## src/rtl/spi_mm_pkg.sv

```systemverilog
package spi_mm_pkg;
   localparam int FLAG_W   = 7;
   localparam int CTL_EN   = 0;
   localparam int CTL_MSTR = 1;
   localparam int CTL_CPOL = 2;
   localparam int CTL_CPHA = 3;
   localparam int CTL_ODM  = 4;
   localparam int CTL_MOFF = 5;
   localparam int CTL_CLR  = 6;

   typedef struct packed {
      logic moff;
      logic odm;
      logic cpha;
      logic cpol;
      logic mstr;
      logic en;
   } spi_mode_t;
endpackage

```

## src/rtl/spi_mm_sync.sv

```systemverilog
module spi_mm_sync #(
   parameter int STAGES = 2,
   parameter int W      = 1,
   parameter logic [W-1:0] RST_VAL = '0
) (
   input  logic         clk,
   input  logic         rst_n,
   input  logic [W-1:0] d,
   output logic [W-1:0] q
);
   logic [W-1:0] chain [STAGES];

   always_ff @(posedge clk or negedge rst_n) begin
      if (!rst_n) begin
         for (int s = 0; s < STAGES; s++) chain[s] <= RST_VAL;
      end else begin
         chain[0] <= d;
         for (int s = 1; s < STAGES; s++) chain[s] <= chain[s-1];
      end
   end

   assign q = chain[STAGES-1];
endmodule

```

## src/rtl/spi_mm_ctl.sv

```systemverilog
module spi_mm_ctl
   import spi_mm_pkg::*;
#(
   parameter int DIV_W = 8,
   localparam int CTL_W = FLAG_W + DIV_W
) (
   input  logic             clk,
   input  logic             rst_n,
   input  logic             wr,
   input  logic [CTL_W-1:0] wdata,
   input  logic             ss_low,
   output spi_mode_t        mode,
   output logic [DIV_W-1:0] div,
   output logic             err,
   output logic [CTL_W-1:0] rdata
);
   spi_mode_t        mode_q;
   logic [DIV_W-1:0] div_q;
   logic             err_q;
   logic             err_set;

   assign err_set = mode_q.en & mode_q.mstr & ss_low & ~err_q;

   always_ff @(posedge clk or negedge rst_n) begin
      if (!rst_n) begin
         mode_q <= '0;
         div_q  <= '0;
         err_q  <= 1'b0;
      end else begin
         if (wr) begin
            mode_q.en   <= wdata[CTL_EN];
            mode_q.cpol <= wdata[CTL_CPOL];
            mode_q.cpha <= wdata[CTL_CPHA];
            mode_q.odm  <= wdata[CTL_ODM];
            mode_q.moff <= wdata[CTL_MOFF];
            mode_q.mstr <= wdata[CTL_MSTR] & (~err_q | wdata[CTL_CLR]);
            div_q       <= wdata[CTL_W-1:FLAG_W];
            if (wdata[CTL_CLR]) err_q <= 1'b0;
         end
         if (err_set) begin
            err_q       <= 1'b1;
            mode_q.mstr <= 1'b0;
         end
      end
   end

   assign mode  = mode_q;
   assign div   = div_q;
   assign err   = err_q;
   assign rdata = {div_q, 1'b0, mode_q.moff, mode_q.odm, mode_q.cpha,
                   mode_q.cpol, mode_q.mstr, mode_q.en};
endmodule

```

## src/rtl/spi_mm_master.sv

```systemverilog
module spi_mm_master #(
   parameter int WORD_W = 8,
   parameter int DIV_W  = 8,
   localparam int EDGES = 2 * WORD_W,
   localparam int EC_W  = $clog2(EDGES)
) (
   input  logic              clk,
   input  logic              rst_n,
   input  logic              run,
   input  logic              cpol,
   input  logic              cpha,
   input  logic [DIV_W-1:0]  div,
   input  logic              start,
   input  logic [WORD_W-1:0] tx,
   input  logic              miso,
   output logic              busy,
   output logic              sck,
   output logic              dout,
   output logic              done,
   output logic [WORD_W-1:0] rx
);
   logic              tgl;
   logic [DIV_W-1:0]  hcnt;
   logic [EC_W-1:0]   ecnt;
   logic [WORD_W-1:0] shreg;
   logic [WORD_W-1:0] rxsh;
   logic [WORD_W-1:0] rx_next;
   logic              samp;
   logic              last;

   // even edge index = leading edge; phase 0 samples on leading edges
   assign samp    = ~ecnt[0] ^ cpha;
   assign last    = (ecnt == EC_W'(EDGES - 1));
   assign rx_next = {rxsh[WORD_W-2:0], miso};

   always_ff @(posedge clk or negedge rst_n) begin
      if (!rst_n) begin
         busy  <= 1'b0;
         tgl   <= 1'b0;
         hcnt  <= '0;
         ecnt  <= '0;
         shreg <= '0;
         rxsh  <= '0;
         dout  <= 1'b0;
         done  <= 1'b0;
         rx    <= '0;
      end else begin
         done <= 1'b0;
         if (!run) begin
            busy <= 1'b0;
            tgl  <= 1'b0;
            hcnt <= '0;
            ecnt <= '0;
         end else if (!busy) begin
            if (start) begin
               busy  <= 1'b1;
               hcnt  <= '0;
               ecnt  <= '0;
               shreg <= cpha ? tx : (tx << 1);
               dout  <= tx[WORD_W-1];
            end
         end else if (hcnt == div) begin
            hcnt <= '0;
            tgl  <= ~tgl;
            ecnt <= ecnt + 1'b1;
            if (samp) begin
               rxsh <= rx_next;
            end else begin
               dout  <= shreg[WORD_W-1];
               shreg <= shreg << 1;
            end
            if (last) begin
               busy <= 1'b0;
               done <= 1'b1;
               rx   <= samp ? rx_next : rxsh;
            end
         end else begin
            hcnt <= hcnt + 1'b1;
         end
      end
   end

   assign sck = cpol ^ tgl;
endmodule

```

## src/rtl/spi_mm_slave.sv

```systemverilog
module spi_mm_slave #(
   parameter int WORD_W = 8,
   localparam int BC_W = $clog2(WORD_W)
) (
   input  logic              clk,
   input  logic              rst_n,
   input  logic              act,
   input  logic              cpol,
   input  logic              cpha,
   input  logic              sck_s,
   input  logic              ss_n_s,
   input  logic              mosi_s,
   input  logic [WORD_W-1:0] tx,
   output logic              sel,
   output logic              dout,
   output logic              done,
   output logic [WORD_W-1:0] rx
);
   logic              sck_d;
   logic              ss_d;
   logic [BC_W-1:0]   bcnt;
   logic [WORD_W-1:0] shreg;
   logic [WORD_W-2:0] rxsh;
   logic [WORD_W-1:0] rx_next;
   logic              edge_seen;
   logic              lead;
   logic              samp;
   logic              shft;

   assign sel       = act & ~ss_n_s;
   assign edge_seen = sck_s ^ sck_d;
   assign lead      = (sck_d == cpol);
   assign samp      = edge_seen & (lead ^ cpha);
   assign shft      = edge_seen & ~(lead ^ cpha);
   assign rx_next   = {rxsh, mosi_s};

   always_ff @(posedge clk or negedge rst_n) begin
      if (!rst_n) begin
         sck_d <= 1'b0;
         ss_d  <= 1'b1;
         bcnt  <= '0;
         shreg <= '0;
         rxsh  <= '0;
         dout  <= 1'b0;
         done  <= 1'b0;
         rx    <= '0;
      end else begin
         sck_d <= sck_s;
         ss_d  <= ss_n_s;
         done  <= 1'b0;
         if (!sel) begin
            bcnt <= '0;
         end else if (ss_d) begin
            bcnt  <= '0;
            shreg <= cpha ? tx : (tx << 1);
            dout  <= tx[WORD_W-1];
         end else if (samp) begin
            rxsh <= rx_next[WORD_W-2:0];
            if (bcnt == BC_W'(WORD_W - 1)) begin
               bcnt  <= '0;
               done  <= 1'b1;
               rx    <= rx_next;
               shreg <= tx;
            end else begin
               bcnt <= bcnt + 1'b1;
            end
         end else if (shft) begin
            dout  <= shreg[WORD_W-1];
            shreg <= shreg << 1;
         end
      end
   end
endmodule

```

## src/rtl/spi_mm_port.sv

```systemverilog
module spi_mm_port
   import spi_mm_pkg::*;
#(
   parameter int WORD_W      = 8,
   parameter int DIV_W       = 8,
   parameter int SYNC_STAGES = 2,
   localparam int CTL_W = FLAG_W + DIV_W
) (
   input  logic              clk,
   input  logic              rst_n,
   input  logic              ctl_wr,
   input  logic [CTL_W-1:0]  ctl_wdata,
   output logic [CTL_W-1:0]  ctl_rdata,
   output logic              mm_err,
   input  logic [WORD_W-1:0] tx_data,
   input  logic              tx_start,
   output logic              busy,
   output logic [WORD_W-1:0] rx_data,
   output logic              rx_done,
   input  logic              sck_i,
   output logic              sck_o,
   output logic              sck_oe,
   input  logic              ss_n_i,
   input  logic              mosi_i,
   output logic              mosi_o,
   output logic              mosi_oe,
   input  logic              miso_i,
   output logic              miso_o,
   output logic              miso_oe
);
   if (WORD_W < 2) begin : g_bad_word
      $error("spi_mm_port: WORD_W must be at least 2");
   end
   if (DIV_W < 1) begin : g_bad_div
      $error("spi_mm_port: DIV_W must be at least 1");
   end
   if (SYNC_STAGES < 2) begin : g_bad_sync
      $error("spi_mm_port: SYNC_STAGES must be at least 2");
   end

   spi_mode_t         mode;
   logic [DIV_W-1:0]  div;
   logic              err;
   logic [2:0]        pins_s;
   logic              sck_s, ss_n_s, mosi_s;
   logic              run;
   logic              m_sck, m_out, m_done;
   logic [WORD_W-1:0] m_rx;
   logic              s_sel, s_out, s_done;
   logic [WORD_W-1:0] s_rx;

   spi_mm_sync #(.STAGES(SYNC_STAGES), .W(3), .RST_VAL(3'b010)) u_sync (
      .clk(clk), .rst_n(rst_n),
      .d({sck_i, ss_n_i, mosi_i}), .q(pins_s)
   );
   assign {sck_s, ss_n_s, mosi_s} = pins_s;

   spi_mm_ctl #(.DIV_W(DIV_W)) u_ctl (
      .clk(clk), .rst_n(rst_n), .wr(ctl_wr), .wdata(ctl_wdata),
      .ss_low(~ss_n_s), .mode(mode), .div(div), .err(err), .rdata(ctl_rdata)
   );

   assign run = mode.en & mode.mstr & ~err;

   spi_mm_master #(.WORD_W(WORD_W), .DIV_W(DIV_W)) u_mst (
      .clk(clk), .rst_n(rst_n), .run(run), .cpol(mode.cpol), .cpha(mode.cpha),
      .div(div), .start(tx_start), .tx(tx_data), .miso(miso_i),
      .busy(busy), .sck(m_sck), .dout(m_out), .done(m_done), .rx(m_rx)
   );

   spi_mm_slave #(.WORD_W(WORD_W)) u_slv (
      .clk(clk), .rst_n(rst_n), .act(mode.en & ~mode.mstr),
      .cpol(mode.cpol), .cpha(mode.cpha), .sck_s(sck_s), .ss_n_s(ss_n_s),
      .mosi_s(mosi_s), .tx(tx_data), .sel(s_sel), .dout(s_out),
      .done(s_done), .rx(s_rx)
   );

   assign mm_err  = err;
   assign sck_o   = m_sck;
   assign sck_oe  = run;
   assign mosi_o  = m_out;
   assign mosi_oe = run;
   assign miso_o  = s_out & ~mode.odm;
   assign miso_oe = s_sel & ~mode.moff & (~mode.odm | ~s_out);
   assign rx_done = m_done | s_done;
   assign rx_data = mode.mstr ? m_rx : s_rx;
endmodule

```

## config.mk

```make
export PLATFORM = sky130hd
export DESIGN_NAME = spi_mm_port
export DESIGN_NICKNAME = d
export VERILOG_FILES = /design/src/rtl/spi_mm_pkg.sv /design/src/rtl/spi_mm_sync.sv /design/src/rtl/spi_mm_ctl.sv /design/src/rtl/spi_mm_master.sv /design/src/rtl/spi_mm_slave.sv /design/src/rtl/spi_mm_port.sv
export SDC_FILE = /design/constraint.sdc
export NUM_CORES = 1
export LEC_CHECK = 0
export BUFFER_PORTS_ARGS = -buffer_cell sky130_fd_sc_hd__buf_2
export CAP_MARGIN = 20
export CORE_ASPECT_RATIO = 0.5
export CORE_MARGIN = 2
export CORE_UTILIZATION = 51
export DETAILED_ROUTE_END_ITERATION = 10
export PLACE_DENSITY = 0.84
export SETUP_SLACK_MARGIN = 0.2
export SLEW_MARGIN = 25
export SYNTH_ARGS = -nofsm -noshare
export SYNTH_HDL_FRONTEND = slang
export SYNTH_SLANG_ARGS = --single-unit
```

## constraint.sdc

```tcl
create_clock -name clk -period 2.2 [get_ports clk]
set_input_delay 0.44 -clock clk [delete_from_list [all_inputs] [get_ports clk]]
set_output_delay 0.44 -clock clk [all_outputs]
set_load 0.03 [all_outputs]
```

# Word-level counts from Yosys, hierarchy flattened
# Index checks and enable logic that the tools add are counted.
dict set report totals {
  ff_bits 91
  output_inout_bits 32
  elab_cells 138
}
dict set report op_classes {
  add_sub_neg 3
  n_eq_ne 13
  n_mux 51
  bitwise_logic 29
  reduce_logical 15
}
# cell count
set ops {}
lappend ops {{$mux 8} 15}
lappend ops {{$mux 1} 27}
lappend ops {{$mux 4} 4}
lappend ops {{$and 1x1->1} 12}
lappend ops {{$mux 3} 4}
lappend ops {{$reduce_and 3->1} 4}
lappend ops {{$reduce_and 4->1} 3}
lappend ops {{$not 1->1} 10}
lappend ops {{$add 8x1->8 const B} 1}
lappend ops {{$eq 8x8->1} 1}
lappend ops {{$ne 2x2->1 const B} 4}
lappend ops {{$reduce_bool 2->1} 4}
lappend ops {{$ne 3x3->1 const B} 2}
lappend ops {{$reduce_and 2->1} 3}
lappend ops {{$add 4x1->4 const B} 1}
lappend ops {{$eq 4x4->1 const B} 1}
lappend ops {{$xor 1x1->1} 4}
lappend ops {{$add 3x1->3 const B} 1}
lappend ops {{$eq 3x3->1 const B} 1}
lappend ops {{$ne 3x1->1 const B} 1}
lappend ops {{$ne 3x2->1 const B} 1}
lappend ops {{$or 1x1->1} 3}
lappend ops {{$reduce_bool 3->1} 1}
lappend ops {{$mux 2} 1}
lappend ops {{other kinds (2)} 2}

# Logic depth before layout (Yosys ltp)
# Gate-level depths: netlist of the first run.
dict set report logic_depth {
  ltp_word 7
  depth_mapped 8
  depth_no_buf 7
}

# Modules after synthesis
# Synthesis of the first run repeated with hierarchy kept, for this count alone.
dict set report hier_totals {
  hier_cells 473
  area_unflattened_um2 5271.3
}
# mod n_inst cells_each area_each_um2
set by_module_without_submodules {}
lappend by_module_without_submodules {spi_mm_master 1 219 2296.0}
lappend by_module_without_submodules {spi_mm_slave 1 175 1868.0}
lappend by_module_without_submodules {spi_mm_ctl 1 52 749.5}
lappend by_module_without_submodules {spi_mm_port 1 18 182.7}
lappend by_module_without_submodules {spi_mm_sync 1 9 175.2}

# Least setup slack after synthesis of the first run
# No wires, ideal clock.
dict set report synth_path {
  path_type {reg-to-output}
  from {reg u_ctl.mode_q (netlist bit u_ctl.mode[0])}
  to {out miso_oe}
  arrival_time_ps 1898
  slack_ps -138
  stages_incl_launch_ff 4
  path_buffers 1
  path_cell_list {dfrtp_1 -> or3b_2 -> buf_2 -> a211oi_1}
}
dict set report synth_via {
  elab_chain_len 4
}
# element line_no
set synth_rtl {}
lappend synth_rtl {{from (decl)} spi_mm_ctl.sv:17} ;# spi_mode_t mode_q;
lappend synth_rtl {{$and 1x1->1} spi_mm_port.sv:72} ;# .clk(clk), .rst_n(rst_n), .act(mode.en & ~mode.mstr),
lappend synth_rtl {{$and 1x1->1} spi_mm_slave.sv:30} ;# assign sel = act & ~ss_n_s;
lappend synth_rtl {{$and 1x1->1 (2 in series)} spi_mm_port.sv:84} ;# assign miso_oe = s_sel & ~mode.moff & (~mode.odm | ~s_out);
lappend synth_rtl {{to (decl)} spi_mm_port.sv:29} ;# output logic miso_oe
# Every way passes these cells.

# Worst setup path in the final report of the first run
dict set report layout_path {
  from {reg u_ctl.div_q[6], in the netlist u_ctl.div[6]}
  to {reg u_mst.rx[2]}
}
dict set report layout_via {
  elab_chain_len 2
}
# element line_no
set layout_rtl {}
lappend layout_rtl {{from (decl)} spi_mm_ctl.sv:18} ;# logic [DIV_W-1:0] div_q;
lappend layout_rtl {{from (signal assigned)} spi_mm_ctl.sv:37} ;# div_q <= wdata[CTL_W-1:FLAG_W];
lappend layout_rtl {{$eq 8x8->1} spi_mm_master.sv:62} ;# end else if (hcnt == div) begin
lappend layout_rtl {{$reduce_and 4->1 (no line)} n/a}
lappend layout_rtl {{to (signal assigned)} spi_mm_master.sv:75} ;# rx <= samp ? rx_next : rxsh;
lappend layout_rtl {{to (decl)} spi_mm_master.sv:20} ;# output logic [WORD_W-1:0] rx
# Every way passes these cells.
# A chain may end at the register's enable or synchronous reset.

==> run_summary.xml, run 1 <==
<?xml version="1.0" encoding="UTF-8"?>
<metrics>
  <group name="synthesis">
    <metric name="async_sr_flop_fraction" unit="">1.00</metric>
    <metric name="netlist_top_cells_area" unit="">dfrtp_1 (51%), mux2_2 (20%), o21ai_0 (3.2%)</metric>
    <metric name="post-synth-top-area-fraction" unit="">0.506</metric>
    <metric name="yosys_warnings" unit="">0</metric>
    <metric name="synth_enable_flop_cells" unit="">0</metric>
    <metric name="yosysTopAreaCell" unit="">dfrtp_1</metric>
    <metric name="syn-num-nets" unit="">401</metric>
    <metric name="ys_seq_elements" unit="">91</metric>
    <metric name="ys_seq_area_frac" unit="">0.524</metric>
    <metric name="syn-instance-count" unit="">366</metric>
    <metric name="synth_most_common_cell" unit="">dfrtp_1</metric>
    <metric name="postSynthAreaPerCell" unit="sq um">11.9</metric>
    <metric name="synth.distinct_cells" unit="">46</metric>
    <metric name="synth_area" unit="sq um">4350</metric>
    <metric name="synthTopCellsByCount" unit="">dfrtp_1 (88), mux2_2 (76), nand2_1 (35), o21ai_0 (28)</metric>
    <metric name="most_used_flip_flop_cell_after_synthesis" unit="">dfrtp_1</metric>
  </group>
  <group name="global_route">
    <metric name="largest_net_degree_at_the_start_of_global_routing" unit="">66</metric>
    <metric name="grt_pass1_vias" unit="">3155</metric>
    <metric name="grt_first_pass_wirelength" unit="um">15200</metric>
    <metric name="initial_antenna_violation_count" unit="">0</metric>
    <metric name="gr-total-overflow" unit="">0</metric>
    <metric name="all_layer_gr_usage" unit="">0.206</metric>
  </group>
  <group name="pwr">
    <metric name="power.density_cell_area" unit="nW/um^2">797</metric>
    <metric name="ir_worst_vdd" unit="mV">0.411</metric>
    <metric name="p_leak" unit="nW">2.69</metric>
  </group>
  <group name="sta">
    <metric name="skew" unit="ns">0.00881</metric>
    <metric name="worst_pin_slew" unit="ns">0.564</metric>
    <metric name="finalWorstSetupSlack" unit="ns">0.210</metric>
    <metric name="fin_crit_sh" unit="">0.905</metric>
    <metric name="finalSetupTns" unit="ns">0</metric>
    <metric name="final-max-slew-violation-count" unit="">0</metric>
    <metric name="hold_violations" unit="">0</metric>
    <metric name="rsz0062_at_grt" unit="">true</metric>
    <metric name="max_slew_margin" unit="">0.620</metric>
    <metric name="finalSetupViolCount" unit="">0</metric>
    <metric name="final_period_minus_worst_setup_slack" unit="ns">1.99</metric>
    <metric name="whs" unit="ns">0.0107</metric>
    <metric name="fmax" unit="GHz">0.503</metric>
  </group>
  <group name="setup_path">
    <metric name="crit_fanout" unit="">8</metric>
    <metric name="cpPeakStageDelay" unit="ns">0.43</metric>
    <metric name="critPathArrivalTime" unit="ns">2.21</metric>
    <metric name="worst-path-buf-inv" unit="">2</metric>
    <metric name="start_kind" unit="">flop</metric>
    <metric name="crit_path_cell_trace" unit="">xor2_2 &gt; nor4bb_4 &gt; buf_4 &gt; nand2_4 &gt; nor3_4 &gt; buf_12 &gt; mux2_2</metric>
    <metric name="setup.worst_path.end_class" unit="">flop</metric>
    <metric name="critical_path_class" unit="">flop to flop</metric>
    <metric name="critical-path-top-delay-family" unit="">simple AND/OR/NAND/NOR gates</metric>
    <metric name="critical_path.slowest_cell" unit="">dfrtp_1</metric>
    <metric name="cp_data_required_time" unit="ns">2.42</metric>
  </group>
  <group name="floorplan">
    <metric name="initial_core_util" unit="">0.535</metric>
    <metric name="boundaryPins" unit="">63</metric>
    <metric name="fp.dieW" unit="um">135</metric>
    <metric name="floorplan.die_area" unit="sq um">9340</metric>
    <metric name="std_cell_rows" unit="">23</metric>
    <metric name="fp.dieH" unit="um">69.3</metric>
    <metric name="placeableCoreArea" unit="sq um">8140</metric>
  </group>
  <group name="clock_tree">
    <metric name="insertion_delay" unit="ns">0.34</metric>
    <metric name="cts_tree" unit="">built</metric>
    <metric name="clock-root-buffer" unit="">clkbuf_16</metric>
    <metric name="cts.htree.levels" unit="">3</metric>
    <metric name="postCtsHoldBufs" unit="">0</metric>
    <metric name="cts_sinks" unit="">91</metric>
    <metric name="clkTransAtPathRegs" unit="ns">0.07</metric>
    <metric name="numCtsBuffers" unit="">9</metric>
    <metric name="clk_path_buf_depth" unit="">2</metric>
  </group>
  <group name="finish">
    <metric name="synthesis_to_finish_area_growth" unit="%">24.3</metric>
    <metric name="insertedDiodeCount" unit="">0</metric>
    <metric name="final_instance_area" unit="sq um">5410</metric>
    <metric name="net_count_of_the_finished_layout" unit="">487</metric>
    <metric name="proportion_of_layout_cells_with_a_drive_suffix_above_1" unit="">0.475</metric>
    <metric name="fin_util" unit="">0.665</metric>
  </group>
  <group name="place">
    <metric name="dp_hpwl" unit="um">6080</metric>
    <metric name="dpl_cell_area" unit="sq um">4860</metric>
    <metric name="io_buffers" unit="">61</metric>
    <metric name="gp_congestion" unit="">0.903</metric>
    <metric name="preCtsSetupSlack" unit="ns">0.0204</metric>
  </group>
  <group name="route">
    <metric name="drt_first_iter_violations" unit="">323</metric>
    <metric name="drt_drc_violations_left" unit="">0</metric>
    <metric name="num_vias" unit="">3213</metric>
    <metric name="drtPass1Iterations" unit="">5</metric>
    <metric name="detail-route-antenna-nets" unit="">0</metric>
    <metric name="wl_per_instance" unit="um">17.6</metric>
    <metric name="route.detailed.vias_per_inst" unit="">5.65</metric>
    <metric name="detail_route.wirelength" unit="um">10000</metric>
  </group>
  <group name="status">
    <metric name="status" unit="">finished, final reports clean</metric>
  </group>
  <group name="flow_run">
    <metric name="drv.max_cap_violation_count" unit="">0</metric>
  </group>
  <group name="hold_path">
    <metric name="min-delay-path-class" unit="">primary input to async pin</metric>
  </group>
</metrics>
-- layout by cell type, fill, tap and decap left out, types with 2 or more instances in the layout --
cell type   n
buf_12      2
ha_1        4
nand2b_1    5
nand3b_1    2
o211ai_1    2
nand4_1     2
o21ai_1     2
mux2_2     69
mux2_4      7
xor2_1      6
dfrtp_1    82
nand3_1     7
nor3_1      9
dfrtp_2     6
nand2_4     2
a22o_1      2
clkinv_2    3
buf_4      31
nor2_1      9
nor3_4      2
nand2_1    34
a21o_1      4
buf_2      59
a21oi_1     7
and3_1      2
dfstp_2     3
xnor2_2     3
inv_1       5
xnor2_1     3
mux2i_1    11
clkbuf_1    2
nor3_2      2
clkbuf_16   9
o31ai_1     2
o21ai_0    26
a211oi_1    3
-- registers in the layout, summed over array words and instances (netlist names), 3 cells and up --
name	cells
u_ctl.div	8
u_ctl.mode	6
u_slv.rx	8
u_slv.rxsh	7
u_sync.q	3
u_mst.ecnt	4
u_slv.bcnt	3
u_mst.shreg	8
u_mst.hcnt	8
u_slv.shreg	8
u_sync.chain	3
u_mst.rx	8
u_mst.rxsh	8
-- cells by family (layout without fill, tap and decap cells) --
family          after synthesis  after routing  synth area share
buf+inv                      25            115            0.0273
simple gates                 88             88             0.108
xor+xnor                     13             13            0.0261
compound gates               57             58            0.0805
fa+ha+maj                     4              4            0.0115
flops                        91             91             0.524
other cells                   1              1          0.000861
mux                          87             87             0.222
-- final timing paths --
kind | depth (start not counted) | end | slack [ns] | start
min | 1 | u_ctl.div[1]$_DFFE_PN0P_ | 0.01 | rst_n
min in group clk | 1 | u_sync.chain[4]$_DFF_PN1_ | 0.20 | ss_n_i
max in group asynchronous | 2 | u_slv.ss_d$_DFF_PN1_ | 1.47 | rst_n
max | 7 | u_mst.rx[2]$_DFFE_PN0P_ | 0.21 | u_ctl.div[6]$_DFFE_PN0P_
min reg2reg | 0 | u_sync.q[2]$_DFF_PN0_ | 0.35 | u_sync.chain[5]$_DFF_PN0_
max reg2reg | 7 | u_mst.rx[2]$_DFFE_PN0P_ | 0.21 | u_ctl.div[6]$_DFFE_PN0P_
-- report_power, final --
part,switching (W),leakage [nW],internal (W),total [W]
sequential,0.000141,1.17,0.00188,0.00202
combinational,0.000428,1.37,0.000360,0.000788
clock,0.000626,0.143,0.000877,0.00150
-- through the flow --
step	std cells	total power (W)
2_1_floorplan	366	0.00253
3_3_place_gp	536	0.00273
3_5_place_dp	536	0.00276
4_1_cts	559	0.00428
5_1_grt	569	0.00451
6_report	569	0.00432
-- layout make-up --
type	instances	area (sq um)
Tap cell	112	140
Fill cell	534	2730
Clock inverter	5	53.8
Inverter	6	22.5
Clock buffer	11	233
Multi-Input combinational cell	251	2100
Sequential cell	91	2290
Timing Repair Buffer	93	579
-- metal layers --
layer	routed length [um]	track usage	vias to the layer above	share of wire
met1	4390	0.272	1586	0.44
met5	0	0	-	0
met4	220	0.0842	0	0.022
met3	557	0.0665	26	0.056
met2	4840	0.316	122	0.48
li1	-	-	1479	-
-- repair_timing --
action,4_1_cts,5_1_grt
endpoints found under the setup margin,35,50
gates resized for setup,9,20
cloned,1,0
pin swaps,6,8
setup buffers,6,10
Power figures use the tool's default switching activity.
==> run 2, diff against run 1 <==
- BUFFER_PORTS_ARGS: -buffer_cell sky130_fd_sc_hd__buf_2 -> -buffer_cell sky130_fd_sc_hd__buf_4
==> run 2 against run 1 <==
  * Sequential power is essentially flat
  * Sequential cell count stayed put
  * Critical path type unchanged
  * Largest power group unchanged
  * Clock-buffer cell count unchanged
==> run_summary.xml, run 2 (synthesis results as in run 1) <==
<?xml version="1.0" encoding="UTF-8"?>
<metrics>
  <group name="status">
    <metric name="status" unit="">finished, final reports clean</metric>
  </group>
  <group name="setup_path">
    <metric name="cp_data_required_time" unit="ns">2.42</metric>
    <metric name="critical_path.slowest_cell" unit="">dfrtp_2</metric>
    <metric name="setup.worst_path.end_class" unit="">flop</metric>
    <metric name="cpPeakStageDelay" unit="ns">0.44</metric>
    <metric name="start_kind" unit="">flop</metric>
    <metric name="worst-path-buf-inv" unit="">2</metric>
    <metric name="critical_path_class" unit="">flop to flop</metric>
    <metric name="critical-path-top-delay-family" unit="">simple AND/OR/NAND/NOR gates</metric>
    <metric name="crit_path_cell_trace" unit="">xnor2_2 &gt; nor4bb_4 &gt; buf_4 &gt; nand2_4 &gt; nor3_4 &gt; buf_12 &gt; mux2_4</metric>
    <metric name="critPathArrivalTime" unit="ns">2.22</metric>
    <metric name="crit_fanout" unit="">8</metric>
  </group>
  <group name="sta">
    <metric name="worst_pin_slew" unit="ns">0.508</metric>
    <metric name="final-max-slew-violation-count" unit="">0</metric>
    <metric name="finalSetupViolCount" unit="">0</metric>
    <metric name="rsz0062_at_grt" unit="">true</metric>
    <metric name="finalSetupTns" unit="ns">0</metric>
    <metric name="fin_crit_sh" unit="">0.910</metric>
    <metric name="whs" unit="ns">0.209</metric>
    <metric name="fmax" unit="GHz">0.499</metric>
    <metric name="finalWorstSetupSlack" unit="ns">0.198</metric>
    <metric name="hold_violations" unit="">0</metric>
    <metric name="max_slew_margin" unit="">0.658</metric>
    <metric name="skew" unit="ns">0.00695</metric>
    <metric name="final_period_minus_worst_setup_slack" unit="ns">2.00</metric>
  </group>
  <group name="flow_run">
    <metric name="drv.max_cap_violation_count" unit="">0</metric>
  </group>
  <group name="hold_path">
    <metric name="min-delay-path-class" unit="">primary input to flop</metric>
  </group>
  <group name="finish">
    <metric name="synthesis_to_finish_area_growth" unit="%">27.8</metric>
    <metric name="layout.cells.most_common_list" unit="">buf_4 (86), dfrtp_1 (82), mux2_2 (68), nand2_1 (34), o21ai_0 (28)</metric>
    <metric name="proportion_of_layout_cells_with_a_drive_suffix_above_1" unit="">0.465</metric>
    <metric name="insertedDiodeCount" unit="">0</metric>
    <metric name="nFillCells" unit="">583</metric>
    <metric name="net_count_of_the_finished_layout" unit="">486</metric>
    <metric name="layoutNonFillerInstCount" unit="">568</metric>
    <metric name="mostFrequentLayoutCell" unit="">buf_4</metric>
  </group>
  <group name="pwr">
    <metric name="power.density_cell_area" unit="nW/um^2">779</metric>
    <metric name="switching_power" unit="W">0.00117</metric>
    <metric name="clkPwrFrac" unit="">0.349</metric>
    <metric name="share_seq_of_total_power" unit="">0.465</metric>
    <metric name="intPower" unit="W">0.00317</metric>
    <metric name="design_power_total" unit="W">0.00433</metric>
    <metric name="ir_worst_vdd" unit="mV">0.457</metric>
    <metric name="power.switching_fraction" unit="">0.269</metric>
    <metric name="combPwrFrac" unit="">0.185</metric>
    <metric name="p_leak" unit="nW">2.72</metric>
  </group>
  <group name="global_route">
    <metric name="initial_antenna_violation_count" unit="">0</metric>
    <metric name="grtUsageMet1" unit="">0.275</metric>
    <metric name="routing_usage_on_met2" unit="">0.340</metric>
    <metric name="largest_net_degree_at_the_start_of_global_routing" unit="">41</metric>
    <metric name="grt_pass1_vias" unit="">3149</metric>
    <metric name="gr-total-overflow" unit="">0</metric>
    <metric name="all_layer_gr_usage" unit="">0.207</metric>
    <metric name="gr-max-usage-layer" unit="">met2</metric>
    <metric name="gr-usage-met3" unit="">0.0497</metric>
    <metric name="grt_first_pass_wirelength" unit="um">15400</metric>
  </group>
  <group name="clock_tree">
    <metric name="clkTransAtPathRegs" unit="ns">0.06</metric>
    <metric name="clock-root-buffer" unit="">clkbuf_16</metric>
    <metric name="clk_path_buf_depth" unit="">2</metric>
    <metric name="cts_sinks" unit="">91</metric>
    <metric name="cts_tree" unit="">built</metric>
    <metric name="numCtsBuffers" unit="">9</metric>
    <metric name="insertion_delay" unit="ns">0.34</metric>
    <metric name="cts.htree.levels" unit="">3</metric>
  </group>
  <group name="route">
    <metric name="drt_drc_violations_left" unit="">0</metric>
    <metric name="num_vias" unit="">3145</metric>
    <metric name="detail-route-antenna-nets" unit="">0</metric>
    <metric name="detail_route.wirelength" unit="um">9460</metric>
    <metric name="drt_first_iter_violations" unit="">228</metric>
    <metric name="wl_per_instance" unit="um">16.7</metric>
    <metric name="drtPass1Iterations" unit="">4</metric>
    <metric name="route.detailed.vias_per_inst" unit="">5.54</metric>
  </group>
  <group name="floorplan">
    <metric name="initial_core_util" unit="">0.535</metric>
    <metric name="std_cell_rows" unit="">23</metric>
    <metric name="fp.dieW" unit="um">135</metric>
    <metric name="placeableCoreArea" unit="sq um">8140</metric>
    <metric name="floorplan.die_area" unit="sq um">9340</metric>
    <metric name="fp.dieH" unit="um">69.3</metric>
    <metric name="boundaryPins" unit="">63</metric>
  </group>
  <group name="place">
    <metric name="preCtsSetupSlack" unit="ns">0.0477</metric>
    <metric name="dp_hpwl" unit="um">6220</metric>
    <metric name="gp_congestion" unit="">0.858</metric>
    <metric name="io_buffers" unit="">61</metric>
    <metric name="numPlacedInstances" unit="">537</metric>
  </group>
</metrics>
==> run 2: cell count changes in the layout (fill, tap and decap cells not counted), moves of 2 or more <==
cell and change:
buf_4 +55, buf_2 -59, nor3_2 -2, buf_6 +2
nor3_1 +2, clkinvlp_4 +2, o21ai_1 -2, o21ai_0 +2
clkinv_2 -3
==> run 2: worst paths after layout <==
path	from	endpoint	slack [ns]	cells after the start
setup / recovery	u_mst.hcnt[0]$_DFFE_PN0P_	u_mst.rx[2]$_DFFE_PN0P_	0.20	7
hold / removal	mosi_i	u_sync.chain[3]$_DFF_PN0_	0.21	1
setup reg to reg	u_mst.hcnt[0]$_DFFE_PN0P_	u_mst.rx[2]$_DFFE_PN0P_	0.20	7
hold reg to reg	u_sync.chain[5]$_DFF_PN0_	u_sync.q[2]$_DFF_PN0_	0.35	0
max in group asynchronous	rst_n	u_slv.shreg[6]$_DFFE_PN0P_	0.97	3
min in group asynchronous	rst_n	u_mst.hcnt[3]$_DFFE_PN0P_	0.54	2
==> run 2: layout make-up <==
cell class,instances,area [sq um],area share
Timing Repair Buffer,93,749,0.135
Clock buffer,11,233,0.0418
Sequential cell,91,2290,0.411
Tap cell,112,140,0.0252
Multi-Input combinational cell,250,2070,0.372
Inverter,6,22.5,0.00405
Clock inverter,5,62.6,0.0112
==> run 2: routing by layer <==
| layer | vias to the layer above | wire, um |
|---|---|---|
| met5 | - | 0 |
| met4 | 0 | 130 |
| met3 | 13 | 458 |
| met2 | 85 | 4700 |
| met1 | 1569 | 4180 |
| li1 | 1478 | - |
==> run 2: metrics by stage <==
step           instance area, sq um  utilization
2_1_floorplan                  4380            -
3_3_place_gp                   5020        0.616
6_report                       5560        0.683
3_5_place_dp                   5020        0.616
5_1_grt                        5560        0.683
4_1_cts                        5430        0.667
==> run 2: timing repair <==
action                                  in CTS  in global routing
gates resized for setup                      5                 21
pin swaps                                    5                  8
endpoints found under the setup margin      30                 47
buffers inserted                             8                  6
hold endpoints to repair                    21                  0
gates cloned                                 0                  0
hold buffers                                 1                  0
==> run 2: power by group through the flow <==
stage               combinational, W  sequential [W]  clock [W]
floorplan                   0.000449         0.00208          0
global placement            0.000742         0.00203          0
detailed placement          0.000761         0.00205          0
CTS                         0.000789         0.00202    0.00155
global route                0.000878         0.00204    0.00163
finish                      0.000803         0.00202    0.00151
==> run 3, diff against run 2 <==
--- a/constraint.sdc
+++ b/constraint.sdc
@@ -3,2 +3,2 @@
 set_output_delay 0.44 -clock clk [all_outputs]
-set_load 0.03 [all_outputs]
+set_load 0.1 [all_outputs]
==> run 3 against run 2 <==
  * Hold slack worse by 0.015 ns
  * Final cell count up 1.4%
  * Sequential share of layout area fell by 1.0 points
  * Cell area up 3.4%
  * Clock-buffer cell count shrank 1
  * Sequential cell count unchanged
  * Non-clock buffer count rose by 6
  * Critical path depth fell by 4
  * Register-to-register slack worse by 0.09 ns
  * Worst setup slack lost 0.11 ns
  * Die area unchanged
  * Via count up 1.5%
  * Critical path type is now flop to output port
==> run_summary.xml, run 3 (synthesis results as in run 1) <==
<?xml version="1.0" encoding="UTF-8"?>
<metrics>
  <group name="hold_path">
    <metric name="min-delay-path-class" unit="">primary input to flop</metric>
    <metric name="min-delay-start" unit="">ss_n_i</metric>
  </group>
  <group name="global_route">
    <metric name="initial_antenna_violation_count" unit="">0</metric>
    <metric name="largest_net_degree_at_the_start_of_global_routing" unit="">46</metric>
    <metric name="all_layer_gr_usage" unit="">0.228</metric>
    <metric name="grt_first_pass_wirelength" unit="um">16600</metric>
    <metric name="gr-total-overflow" unit="">0</metric>
    <metric name="grt_pass1_vias" unit="">3328</metric>
  </group>
  <group name="clock_tree">
    <metric name="numCtsBuffers" unit="">9</metric>
    <metric name="cts.htree.levels" unit="">3</metric>
    <metric name="clock-root-buffer" unit="">clkbuf_16</metric>
    <metric name="clkTransAtPathRegs" unit="ns">0.07</metric>
    <metric name="cts_tree" unit="">built</metric>
    <metric name="clk_path_buf_depth" unit="">2</metric>
    <metric name="cts_sinks" unit="">91</metric>
    <metric name="insertion_delay" unit="ns">0.35</metric>
  </group>
  <group name="setup_path">
    <metric name="start_kind" unit="">flop</metric>
    <metric name="critPathArrivalTime" unit="ns">1.67</metric>
    <metric name="crit_fanout" unit="">2</metric>
    <metric name="critical_path_class" unit="">flop to output port</metric>
    <metric name="crit_path_cell_trace" unit="">or3b_4 &gt; a211oi_4 &gt; buf_12</metric>
    <metric name="critical_path.slowest_cell" unit="">dfrtp_4</metric>
    <metric name="rr_startpoint" unit="">u_ctl.div[5]$_DFFE_PN0P_</metric>
    <metric name="critical-path-top-delay-family" unit="">flip-flops</metric>
    <metric name="cp_data_required_time" unit="ns">1.76</metric>
    <metric name="cpPeakStageDelay" unit="ns">0.48</metric>
    <metric name="worst_setup_path_startpoint" unit="">u_ctl.mode[1]$_DFFE_PN0P_</metric>
    <metric name="worst-path-buf-inv" unit="">1</metric>
    <metric name="setup.worst_path.end_class" unit="">output port</metric>
  </group>
  <group name="route">
    <metric name="detail-route-antenna-nets" unit="">0</metric>
    <metric name="route.detailed.vias_per_inst" unit="">5.54</metric>
    <metric name="drtPass1Iterations" unit="">5</metric>
    <metric name="num_vias" unit="">3193</metric>
    <metric name="detail_route.wirelength" unit="um">10200</metric>
    <metric name="drt_first_iter_violations" unit="">220</metric>
    <metric name="drt_drc_violations_left" unit="">0</metric>
    <metric name="wl_per_instance" unit="um">17.6</metric>
  </group>
  <group name="finish">
    <metric name="area_occupied_by_multi_input_gates" unit="sq um">2170</metric>
    <metric name="register_area" unit="sq um">2310</metric>
    <metric name="mostFrequentLayoutCell" unit="">buf_4</metric>
    <metric name="final_instance_area" unit="sq um">5750</metric>
    <metric name="proportion_of_layout_cells_with_a_drive_suffix_above_1" unit="">0.502</metric>
    <metric name="layout.cells.most_common_list" unit="">buf_4 (89), dfrtp_1 (74), mux2_2 (60), nand2_1 (34), o21ai_0 (22)</metric>
    <metric name="layoutNonFillerInstCount" unit="">576</metric>
    <metric name="insertedDiodeCount" unit="">0</metric>
    <metric name="nFillCells" unit="">540</metric>
    <metric name="net_count_of_the_finished_layout" unit="">494</metric>
    <metric name="synthesis_to_finish_area_growth" unit="%">32.1</metric>
  </group>
  <group name="sta">
    <metric name="final-max-slew-violation-count" unit="">0</metric>
    <metric name="finalSetupTns" unit="ns">0</metric>
    <metric name="final_period_minus_worst_setup_slack" unit="ns">2.11</metric>
    <metric name="whs" unit="ns">0.194</metric>
    <metric name="skew" unit="ns">0.00934</metric>
    <metric name="finalSetupViolCount" unit="">0</metric>
    <metric name="fin_crit_sh" unit="">0.958</metric>
    <metric name="hold_violations" unit="">0</metric>
    <metric name="fmax" unit="GHz">0.474</metric>
    <metric name="rsz0062_at_grt" unit="">true</metric>
  </group>
  <group name="floorplan">
    <metric name="floorplan.die_area" unit="sq um">9340</metric>
    <metric name="placeableCoreArea" unit="sq um">8140</metric>
    <metric name="std_cell_rows" unit="">23</metric>
    <metric name="boundaryPins" unit="">63</metric>
    <metric name="fp.dieH" unit="um">69.3</metric>
    <metric name="fp.dieW" unit="um">135</metric>
    <metric name="initial_core_util" unit="">0.535</metric>
  </group>
  <group name="place">
    <metric name="gp_congestion" unit="">0.877</metric>
    <metric name="dpl_cell_area" unit="sq um">5150</metric>
    <metric name="io_buffers" unit="">61</metric>
    <metric name="dp_hpwl" unit="um">6520</metric>
    <metric name="numPlacedInstances" unit="">539</metric>
  </group>
  <group name="status">
    <metric name="status" unit="">finished, final reports clean</metric>
  </group>
  <group name="pwr">
    <metric name="p_leak" unit="nW">2.80</metric>
    <metric name="ir_worst_vdd" unit="mV">0.556</metric>
    <metric name="power.density_cell_area" unit="nW/um^2">823</metric>
    <metric name="design_power_total" unit="W">0.00473</metric>
  </group>
  <group name="flow_run">
    <metric name="drv.max_cap_violation_count" unit="">0</metric>
  </group>
</metrics>
[run 3: timing repair]
| item | 4_1_cts | 5_1_grt |
|---|---|---|
| hold buffers | 1 | 0 |
| pin swaps | 10 | 12 |
| cloned | 1 | 1 |
| buffers inserted | 14 | 4 |
| gates resized for setup | 15 | 15 |
| setup endpoints to repair | 33 | 49 |
| hold endpoints to repair | 13 | 0 |
[run 3: report_power, final]
group / switching, W / internal [W]
Clock: 0.000697 / 0.000794
Combinational: 0.000718 / 0.000466
Sequential: 0.000166 / 0.00189
[run 3: stage by stage]
step | worst slack (ns) | util
3_5_place_dp | 0.0630 | 0.632
6_report | 0.0914 | 0.706
4_1_cts | 0.0887 | 0.693
2_1_floorplan | -0.271 | -
3_3_place_gp | 0.162 | 0.632
5_1_grt | 0.0228 | 0.706
[run 3: final timing paths]
kind	end	slack [ns]	cells after the start
max in group asynchronous	u_slv.ss_d$_DFF_PN1_	1.10	3
worst max register to register	u_mst.dout$_DFFE_PN0P_	0.11	7
worst max-delay path	miso_oe	0.09	3
worst min-delay path	u_sync.chain[4]$_DFF_PN1_	0.19	1
min in group asynchronous	u_ctl.div[3]$_DFFE_PN0P_	0.49	2
worst min register to register	u_sync.q[0]$_DFF_PN0_	0.35	0
[run 3: final cells by class]
class | count | area share
Clock inverter | 6 | 0.0100
Tap cell | 112 | 0.0244
Inverter | 6 | 0.00457
Sequential cell | 91 | 0.401
Multi-Input combinational cell | 252 | 0.377
Timing Repair Buffer | 99 | 0.143
Clock buffer | 10 | 0.0398
[run 3: routing by layer]
| layer | routed length [um] | part of all wire | GRT usage |
|---|---|---|---|
| met1 | 4460 | 0.44 | 0.303 |
| met2 | 5020 | 0.49 | 0.365 |
| met3 | 463 | 0.046 | 0.0556 |
| met4 | 210 | 0.021 | 0.0830 |
| met5 | 0 | 0 | 0 |
